$ cat src/rtl/xlat_pkg.sv
// Shared constants for the I/O MMU context register bank.
// Assumes 32-bit registers, four-byte word addressing and 0x40-byte context windows.
package xlat_pkg;
    localparam int DATA_W     = 32;
    localparam int WIDX_W     = 4;       // 16 words per 0x40-byte window
    localparam int CTX_SHIFT  = 6;
    typedef logic [WIDX_W-1:0] widx_t;

    localparam widx_t W_CTL  = 4'd0;
    localparam widx_t W_TTC  = 4'd2;
    localparam widx_t W_BUS  = 4'd3;
    localparam widx_t W_B0L  = 4'd4;
    localparam widx_t W_B0H  = 4'd5;
    localparam widx_t W_B1L  = 4'd6;
    localparam widx_t W_B1H  = 4'd7;
    localparam widx_t W_STS  = 4'd8;
    localparam widx_t W_AT0  = 4'd10;
    localparam widx_t W_AT1  = 4'd11;
    localparam widx_t W_FAR  = 4'd12;

    localparam logic [DATA_W-1:0] CTL_KEEP  = 32'h0003_003D; // flush bit kept apart
    localparam logic [DATA_W-1:0] STS_KEEP  = 32'h0000_3717;
    localparam logic [DATA_W-1:0] FLAG_KEEP = 32'h0000_0017;
    localparam logic [DATA_W-1:0] HI_KEEP   = 32'h0000_00FF;
    localparam int               FLUSH_BIT = 1;
    localparam int               IEN_BIT   = 2;
endpackage

$ cat src/rtl/xlat_addr_dec.sv
// Address decoder: splits a byte address into context, word index and a hit flag.
// Assumes the top address bit selects the alias bank and is ignored.
module xlat_addr_dec
    import xlat_pkg::*;
#(
    parameter int N_CTX  = 4,
    parameter int ADDR_W = 12
) (
    input  logic [ADDR_W-1:0]                addr,
    output logic                             hit,
    output logic [$clog2(N_CTX)-1:0]         ctx_sel,
    output widx_t                            widx
);
    localparam int CTX_BITS  = $clog2(N_CTX);
    localparam int HOLE_LO   = CTX_SHIFT + CTX_BITS;
    localparam int ALIAS_BIT = ADDR_W - 1;

    wire unused_alias = addr[ALIAS_BIT];

    // Decode the context window, the word and whether the address is mapped.
    always_comb begin
        ctx_sel = addr[CTX_SHIFT +: CTX_BITS];
        widx    = addr[2 +: WIDX_W];
        hit     = (addr[ALIAS_BIT-1:HOLE_LO] == '0) && (addr[1:0] == 2'b00);
    end
endmodule

$ cat src/rtl/xlat_ctx_slice.sv
// One context's registers: control with flush tracking, table and attribute words,
// fault status capture and fault address latch.
// Assumes wr_en is already qualified by address hit and context select.
module xlat_ctx_slice
    import xlat_pkg::*;
(
    input  logic              clk,
    input  logic              rst_n,
    input  logic              wr_en,
    input  widx_t             widx,
    input  logic [DATA_W-1:0] wdata,
    input  logic              flt_v,
    input  logic [DATA_W-1:0] flt_status,
    input  logic [DATA_W-1:0] flt_addr,
    input  logic              inv_done,
    output logic [DATA_W-1:0] rd_word,
    output logic              ctx_irq,
    output logic              inv_req
);
    logic [DATA_W-1:0] ctl_q, ttc_q, bus_q, b0l_q, b0h_q, b1l_q, b1h_q, at0_q, at1_q;
    logic [DATA_W-1:0] sts_q, far_q;
    logic              flush_q;
    logic              wr_ctl, clr_w, flt_w;
    logic [DATA_W-1:0] flt_flags;

    // Qualify the individual write and capture events.
    always_comb begin
        wr_ctl    = wr_en && (widx == W_CTL);
        clr_w     = wr_en && (widx == W_STS) && (wdata == '0);
        flt_flags = flt_status & FLAG_KEEP;
        flt_w     = flt_v && (flt_flags != '0);
    end

    // Configuration words written by software.
    always_ff @(posedge clk) begin
        if (!rst_n) begin
            ctl_q <= '0; ttc_q <= '0; bus_q <= '0; b0l_q <= '0; b0h_q <= '0;
            b1l_q <= '0; b1h_q <= '0; at0_q <= '0; at1_q <= '0;
        end else if (wr_en) begin
            case (widx)
                W_CTL:   ctl_q <= wdata & CTL_KEEP;
                W_TTC:   ttc_q <= wdata;
                W_BUS:   bus_q <= wdata;
                W_B0L:   b0l_q <= wdata;
                W_B0H:   b0h_q <= wdata & HI_KEEP;
                W_B1L:   b1l_q <= wdata;
                W_B1H:   b1h_q <= wdata & HI_KEEP;
                W_AT0:   at0_q <= wdata;
                W_AT1:   at1_q <= wdata;
                default: ;
            endcase
        end
    end

    // Flush bit: set by a control write, cleared by done unless re-armed the same cycle.
    always_ff @(posedge clk) begin
        if (!rst_n)                          flush_q <= 1'b0;
        else if (wr_ctl && wdata[FLUSH_BIT]) flush_q <= 1'b1;
        else if (inv_done)                   flush_q <= 1'b0;
    end

    // Fault capture: first fault loads all, later ones merge flags, zero write clears.
    always_ff @(posedge clk) begin
        if (!rst_n) begin
            sts_q <= '0;
            far_q <= '0;
        end else if (flt_w) begin
            if (sts_q == '0 || clr_w) begin
                sts_q <= flt_status & STS_KEEP;
                far_q <= flt_addr;
            end else begin
                sts_q <= sts_q | flt_flags;
            end
        end else if (clr_w) begin
            sts_q <= '0;
            far_q <= '0;
        end
    end

    // Read mux for the selected word.
    always_comb begin
        case (widx)
            W_CTL:   rd_word = {ctl_q[DATA_W-1:FLUSH_BIT+1], flush_q, ctl_q[FLUSH_BIT-1:0]};
            W_TTC:   rd_word = ttc_q;
            W_BUS:   rd_word = bus_q;
            W_B0L:   rd_word = b0l_q;
            W_B0H:   rd_word = b0h_q;
            W_B1L:   rd_word = b1l_q;
            W_B1H:   rd_word = b1h_q;
            W_STS:   rd_word = sts_q;
            W_AT0:   rd_word = at0_q;
            W_AT1:   rd_word = at1_q;
            W_FAR:   rd_word = far_q;
            default: rd_word = '0;
        endcase
    end

    // Outputs to the TLB and the interrupt tree.
    always_comb begin
        inv_req = flush_q;
        ctx_irq = ctl_q[IEN_BIT] && ((sts_q & FLAG_KEEP) != '0);
    end

    p_flush_hold_r4: assert property (@(posedge clk) disable iff (!rst_n)
        (inv_req && !inv_done) |=> inv_req);
    p_flush_wins_r5: assert property (@(posedge clk) disable iff (!rst_n)
        (wr_ctl && wdata[FLUSH_BIT]) |=> inv_req);
    p_far_hold_r7: assert property (@(posedge clk) disable iff (!rst_n)
        (sts_q != '0 && !clr_w) |=> $stable(far_q));
    p_flags_sticky_r7: assert property (@(posedge clk) disable iff (!rst_n)
        (sts_q != '0 && !clr_w) |=> ((sts_q & $past(sts_q)) == $past(sts_q)));
    p_far_zero_r8: assert property (@(posedge clk) disable iff (!rst_n)
        (sts_q == '0) |-> (far_q == '0));
    p_irq_gated_r9: assert property (@(posedge clk) disable iff (!rst_n)
        ctx_irq |-> ctl_q[IEN_BIT]);
endmodule

$ cat src/rtl/xlat_ctx_regbank.sv
// Register bank top: decodes the register port, fans events out to one slice per
// context and merges read data and interrupts.
// Assumes reads are combinational from addr and writes take effect at the next edge.
module xlat_ctx_regbank
    import xlat_pkg::*;
#(
    parameter int N_CTX  = 4,
    parameter int ADDR_W = 12
) (
    input  logic                     clk,
    input  logic                     rst_n,
    input  logic                     wr_en,
    input  logic [ADDR_W-1:0]        addr,
    input  logic [DATA_W-1:0]        wdata,
    output logic [DATA_W-1:0]        rdata,
    input  logic                     flt_valid,
    input  logic [$clog2(N_CTX)-1:0] flt_ctx,
    input  logic [DATA_W-1:0]        flt_status,
    input  logic [DATA_W-1:0]        flt_addr,
    input  logic [N_CTX-1:0]         inv_done,
    output logic [N_CTX-1:0]         inv_req,
    output logic [N_CTX-1:0]         ctx_irq,
    output logic                     irq
);
    localparam int CTX_BITS = $clog2(N_CTX);

    logic                hit;
    logic [CTX_BITS-1:0] ctx_sel;
    widx_t               widx;
    logic [DATA_W-1:0]   rd_arr [N_CTX];

    xlat_addr_dec #(.N_CTX(N_CTX), .ADDR_W(ADDR_W)) u_dec (
        .addr    (addr),
        .hit     (hit),
        .ctx_sel (ctx_sel),
        .widx    (widx)
    );

    for (genvar c = 0; c < N_CTX; c++) begin : g_ctx
        xlat_ctx_slice u_slice (
            .clk        (clk),
            .rst_n      (rst_n),
            .wr_en      (wr_en && hit && (ctx_sel == CTX_BITS'(c))),
            .widx       (widx),
            .wdata      (wdata),
            .flt_v      (flt_valid && (flt_ctx == CTX_BITS'(c))),
            .flt_status (flt_status),
            .flt_addr   (flt_addr),
            .inv_done   (inv_done[c]),
            .rd_word    (rd_arr[c]),
            .ctx_irq    (ctx_irq[c]),
            .inv_req    (inv_req[c])
        );
    end

    // Merge read data and the combined interrupt.
    always_comb begin
        rdata = hit ? rd_arr[ctx_sel] : '0;
        irq   = |ctx_irq;
    end

    p_unmapped_quiet_r2: assert property (@(posedge clk) disable iff (!rst_n)
        (wr_en && !hit) |=> ($stable(inv_req) || $past(inv_done) != '0));
endmodule

$ cat config.mk
export PLATFORM = sky130hd
export DESIGN_NAME = xlat_ctx_regbank
export DESIGN_NICKNAME = d
export VERILOG_FILES = /design/src/rtl/xlat_pkg.sv /design/src/rtl/xlat_addr_dec.sv /design/src/rtl/xlat_ctx_slice.sv /design/src/rtl/xlat_ctx_regbank.sv
export SDC_FILE = /design/constraint.sdc
export NUM_CORES = 2
export LEC_CHECK = 0
export BUFFER_PORTS_ARGS = -buffer_cell sky130_fd_sc_hd__buf_2
export CAP_MARGIN = 20
export CORE_ASPECT_RATIO = 1.1
export CORE_MARGIN = 10
export CORE_UTILIZATION = 36
export CTS_CLUSTER_DIAMETER = 60
export DETAILED_ROUTE_END_ITERATION = 8
export HOLD_SLACK_MARGIN = 0.12
export SYNTH_ARGS = -nofsm -noshare
export SYNTH_HDL_FRONTEND = slang
export SYNTH_SLANG_ARGS = --single-unit
$ cat constraint.sdc
create_clock -name clk -period 7.1 [get_ports clk]
set_input_delay 1.42 -clock clk [delete_from_list [all_inputs] [get_ports clk]]
set_output_delay 1.42 -clock clk [all_outputs]
set_load 0.05 [all_outputs]
Word level (Yosys, flattened, before mapping):

Cells that the tools add are included.

* RAM bits: 0
* logic and storage cells: 212
* bits in read-only memories: 0
* bits in latches: 0
* input port bits: 118
* flip-flop bits (word level): 1120
* memories kept: 0
* output and inout bits: 41

* order comparisons: 1
* muxes and demuxes: 36
* divide/modulo/power cells: 0
* equal/unequal tests: 20
* bitwise operators: 5
* reduce and logical (&&, ||, !) cells: 102
* multipliers: 0
* shift operators: 0
* $add $sub $neg: 0

Operators by type and width (count)
* 32-bit case mux with 11 select lines: 4
* 32-bit 2-to-1 mux: 23
* 32-bit logical NOT: 5
* 32-bit nonzero test: 5
* 32-bit by 5-bit OR with 32-bit output: 4
* 2-bit AND reduction: 40
* 32-bit binary-select mux with 2-bit select: 1
* 1-bit logical AND: 34
* 4-bit by 3-bit equality test with 1-bit output (second input constant): 4
* 4-bit equality test (second input constant): 4
* 2-bit nonzero test: 8
* 2-bit equality test (second input constant): 4
* 4-bit by 2-bit equality test with 1-bit output (second input constant): 2
* 1-bit 2-to-1 mux: 8
* 2-bit != test (second input constant): 4
* 2-bit logical NOT: 3
* 2-bit by 1-bit equality test with 1-bit output (second input constant): 2
* 4-bit logical NOT: 1
* 1-bit logical OR: 4
* 4-bit OR reduction: 1
* 3-bit >= comparator (second input constant): 1
* 3-bit logical NOT: 1
* 2-bit NOT with 3-bit output: 1

Depth between registers and ports, before layout:

* word-level depth: 9
* gate-level depth with buffers: 10

By module:

A second synthesis with hierarchy kept.

* cell total of the unflattened synthesis: 5219
* area total of the unflattened synthesis: 43067.6 um2

By module, submodules not included
* xlat_ctx_slice at g_ctx[0].u_slice ...: times used 2, area an instance 10787.8 um2, cells an instance 1274
* xlat_ctx_slice at g_ctx[2].u_slice ...: times used 2, area an instance 10188.5 um2, cells an instance 1269
* xlat_ctx_regbank: times used 1, area an instance 1058.5 um2, cells an instance 125
* xlat_addr_dec: times used 1, area an instance 56.3 um2, cells an instance 8

Least setup slack after synthesis:

No wires, ideal clock.

* kind: input to output
* start point: in addr[4]
* end point: out rdata[2]
* data arrival time: 3.792 ns
* path buffers: 3
* cell stages on the path: 7
* setup slack: 1.888 ns
* cells stage by stage: clkbuf_1 nor4b_1 clkbuf_1 clkbuf_1 a221oi_1 a211o_1 a21oi_1

* longest elaborated chain between the ends: 6

RTL lines
* start: declaration: RTL line xlat_ctx_regbank.sv:13 `input logic [ADDR_W-1:0] addr,`
* 4-bit equality test (tied with other cells): RTL line xlat_ctx_slice.sv:82 `case (widx)`
* 32-bit case mux with 11 select lines: RTL line xlat_ctx_slice.sv:82
* 32-bit binary-select mux with 2-bit select (*): RTL line xlat_ctx_regbank.sv:58 `rdata = hit ? rd_arr[ctx_sel] : '0;`
* 32-bit 2-to-1 mux (implied by the code) (*) (2 in series): RTL line xlat_ctx_regbank.sv:58
* 32-bit 2-to-1 mux (*): RTL line xlat_ctx_regbank.sv:58
* end: declaration: RTL line xlat_ctx_regbank.sv:15 `output logic [DATA_W-1:0] rdata,`

Every way passes the cells marked *; elsewhere a longest branch is shown, timed or not. The select of a mux whose other input is x is not followed.

Worst setup path in the final report:

* start point: in addr[4]
* end point: out rdata[9]

Same word-level chain as after synthesis.

==> summary.txt <==
Detailed routing
  – Vias: 42550
  – Post-DRT Antenna Nets: 0
  – WL per Instance: roughly 29 um
  – Residual DRC: 0
  – Via density: about 6.1
  – Total Wirelength: between 200000 and 250000 um
  – Pre-Repair DR Iteration Count: 8
  – Initial DRC Count: approximately 6400

CTS
  – Clk slew on worst S/H paths: ~0.060 ns
  – CTS root buf: clkbuf_16
  – CTS tree: built
  – Post-CTS Setup Bufs: 0
  – CTS resizes: 0
  – CTS H-tree lvls: 3
  – Max Root-Sink Buffers: 3
  – # hold bufs at CTS: 0
  – Total clock buffers created by CTS: about 110
  – Clock latency on the worst-skew pair: ~0.72 ns
  – Clk sinks: approximately 1000

Yosys
  – Synth Area in XOR/XNOR: 0%
  – Mapped Area: between 40000 and 50000 um^2
  – Multiplexer share of the synthesized area: under 10%
  – Yosys warnings: 0
  – Number of synthesized flops with an enable pin: 0
  – #FFs+latches synth: approximately 1000
  – Syn Nets: between 5000 and 6000
  – Post-synthesis sequential area ratio: 45.44%
  – Post-synthesis cell count: approximately 5400
  – Mapped Avg Cell Area: 8.335 um^2
  – Compound-Gate Fraction of Synth Area: 28.39%
  – Netlist cell types: a little over 70
  – Combinational family with the most area after synthesis: compound AO/OA/AOI/OAI gates
  – Synth Area in Simple Gates: about 19%
  – Adder-Cell Fraction of Synth Area: 0%
  – Main synth FF type: dfxtp_1
  – Post-synth ARST share: 0%

Worst setup path
  – Worst Path Buf+Inv: 4
  – Worst Setup End Kind: output pin
  – Req. time, crit path: 5.68 ns
  – Crit Path Max Fanout: 18
  – Slowest-stage cell, CP: nor4_1
  – WS Path Type: in -> out
  – Critical-path cell list: buf_2 > buf_4 > and4b_4 > buf_4 > a22oi_1 > a41oi_1 > nor4_1 > nor2_1 > buf_2
  – Arrival time worst endpoint: approximately 5 ns
  – CP top delay family: simple AND/OR/NAND/NOR gates
  – Crit-path max cell delay: 1.00 ns
  – Critical Path Start Type: input port

Cells and area
  – Final instance area: between 50000 and 60000 um^2
  – Fin util: 40.92%
  – Layout Nets: roughly 5400
  – Fillers: 12460
  – Area of the multi-input gates: about 23000 um^2
  – Area growth syn-to-layout: 12.83%
  – Sequential Area: 20580 um^2
  – Layout cells sized above 1: between 10% and 20%

Die
  – Cell Rows: 136
  – Die area: roughly 140000 um^2
  – IO Count: ~160
  – Initial Util: approximately 36%
  – Die Y-Extent: about 400 um
  – Core Area: between 100000 and 150000 um^2
  – Die X: between 300 and 400 um

Timing
  – Layout Skew: just under 0.02 ns
  – Setup TNS: 0 ns
  – Tcrit/Tclk final: around nine tenths
  – Hold slack final: ~0.45 ns
  – Maximum clock frequency: ~160 MHz
  – Final hold vios: 0
  – Final-report setup violation count: 0
  – Max-slew violation count: 0
  – Tmin final: 6.277 ns
  – Worst slew margin: 16.43%
  – RSZ-0062 raised after global routing: no
  – Worst Tran Pin Value: 1.251 ns

Place
  – Hpwl dp: 118400 um
  – Placed inst area: 47340 um^2
  – Port Buf Inserts: between 100 and 150
  – Routability cong.: 0.9393

Global route
  – First-pass GRT wire length: 284800 um
  – Global route hottest layer: met2
  – Grt ovf: 0
  – Vias in the first global route: a little under 40000
  – Met2 usage: 39.61%
  – Antenna violations before repair: 32
  – Largest net degree at the start of global routing: ~250
  – Total track usage: 27.31%
  – Met3 Usage GRT: about 7.1%
  – Met1 usage: 37.13%

Hold path
  – Hold Path Class: reg -> reg

Pwr
  – PwrDens: approximately 240 nW/um^2
  – Maximum vdd ir drop: roughly 0.18 mV
  – Overall power: ~13 mW
  – Leak pwr: between 15 and 20 nW

Status
  – Outcome: complete, no violations

Flow run
  – Maxcap violations: 0
[registers in the layout, indices dropped and copies added, names as in the netlist]
register / cells
g_ctx.u_slice.at0_q: 128
g_ctx.u_slice.bus_q: 128
g_ctx.u_slice.b1l_q: 128
g_ctx.u_slice.ttc_q: 128
g_ctx.u_slice.inv_req: 4
g_ctx.u_slice.b0h_q: 32
g_ctx.u_slice.sts_q: 36
g_ctx.u_slice.b0l_q: 128
g_ctx.u_slice.ctl_q: 28
g_ctx.u_slice.at1_q: 128
g_ctx.u_slice.b1h_q: 32
g_ctx.u_slice.far_q: 128
[cell usage after synthesis (18+ instances only)]
master    instances  area [um^2]
a21oi_1          38        190.2
nor2_1           77        289.0
a21boi_0        801         6013
buf_2            84        420.4
dfxtp_1        1028        20580
nand2_1        1660         6231
o21ai_0          82        410.4
nand3_1          18        90.09
buf_1            21        78.83
buf_4            28        210.2
a22o_1           24        210.2
clkbuf_1        413         1550
nor4_1           33        206.5
mux2i_1          55        550.5
a21boi_1         35        262.8
nor2b_1         208         1301
a22oi_2          19        237.7
a221oi_1         25        219.0
a22oi_1         410         3078
a222oi_1         83        830.8
a31oi_1          85        531.8
[layer usage]
layer,up-vias,wire length (um)
met1,20530,80570
met4,26,11400
met5,-,159
li1,18580,-
met3,621,25160
met2,2796,83330
[final timing paths]
kind	cells after the start	slack, ns	endpoint	startpoint
worst max-delay path	9	0.82	rdata[9]	addr[4]
worst min-delay path	2	0.45	g_ctx[3].u_slice.at1_q[20]$_SDFFE_PN0P_	g_ctx[3].u_slice.at1_q[20]$_SDFFE_PN0P_
worst max register to register	6	3.87	g_ctx[1].u_slice.far_q[5]$_SDFFE_PN0P_	g_ctx[1].u_slice.sts_q[4]$_SDFFE_PN0P_
worst min register to register	2	0.45	g_ctx[3].u_slice.at1_q[20]$_SDFFE_PN0P_	g_ctx[3].u_slice.at1_q[20]$_SDFFE_PN0P_
[cell type report]
class,instances,share of cell area [%]
diodes,12,0.05876
flip-flops and latches,1028,40.27
clock buffers,165,6.424
multi-input cells,3840,44.21
clock inverters,33,0.7565
well taps,1656,4.054
repair buffers,285,4.177
inverters,6,0.04407
[worst register-to-register path, delay by kind of cell, from the launching register on]
family / cells / cell delay (ns)
buffers and inverters: 1 / 0.52
AO/OA/AOI/OAI: 2 / 1.07
flip-flops: 1 / 0.36
AND/OR/NAND/NOR: 3 / 1.21
[cell families after synthesis]
family / count (synthesis)
buf+inv: 566
mux: 63
compound gates: 1702
flops: 1028
simple gates: 2075
[power breakdown]
group          total, mW  switching [mW]  internal, mW
logic              0.738           0.532         0.207
clock network       5.94            2.54          3.41
registers           5.82          0.0230          5.80
[per-stage QoR]
step,setup WS [ns],std cells
2_1_floorplan,1.888,5434
3_3_place_gp,1.062,6811
6_report,0.8226,7025
5_1_grt,0.9211,7019
3_5_place_dp,1.063,6812
4_1_cts,1.064,7010
[cells in the final DEF (no fill, tap or decap), types with 25 or more instances in the layout]
cell type / instances
dfxtp_1: 1028
clkbuf_16: 113
nor2_1: 61
clkbuf_1: 26
a31oi_1: 85
a222oi_1: 83
nand2_1: 1634
a21oi_1: 38
mux2i_1: 55
o21ai_0: 82
nor2b_1: 208
a22oi_1: 410
nor4_1: 33
buf_2: 133
a21boi_0: 801
a21boi_1: 35
buf_4: 126
clkbuf_8: 26
a221oi_1: 25
nand2_2: 26
Note: power is estimated with default switching activity, not from simulation.
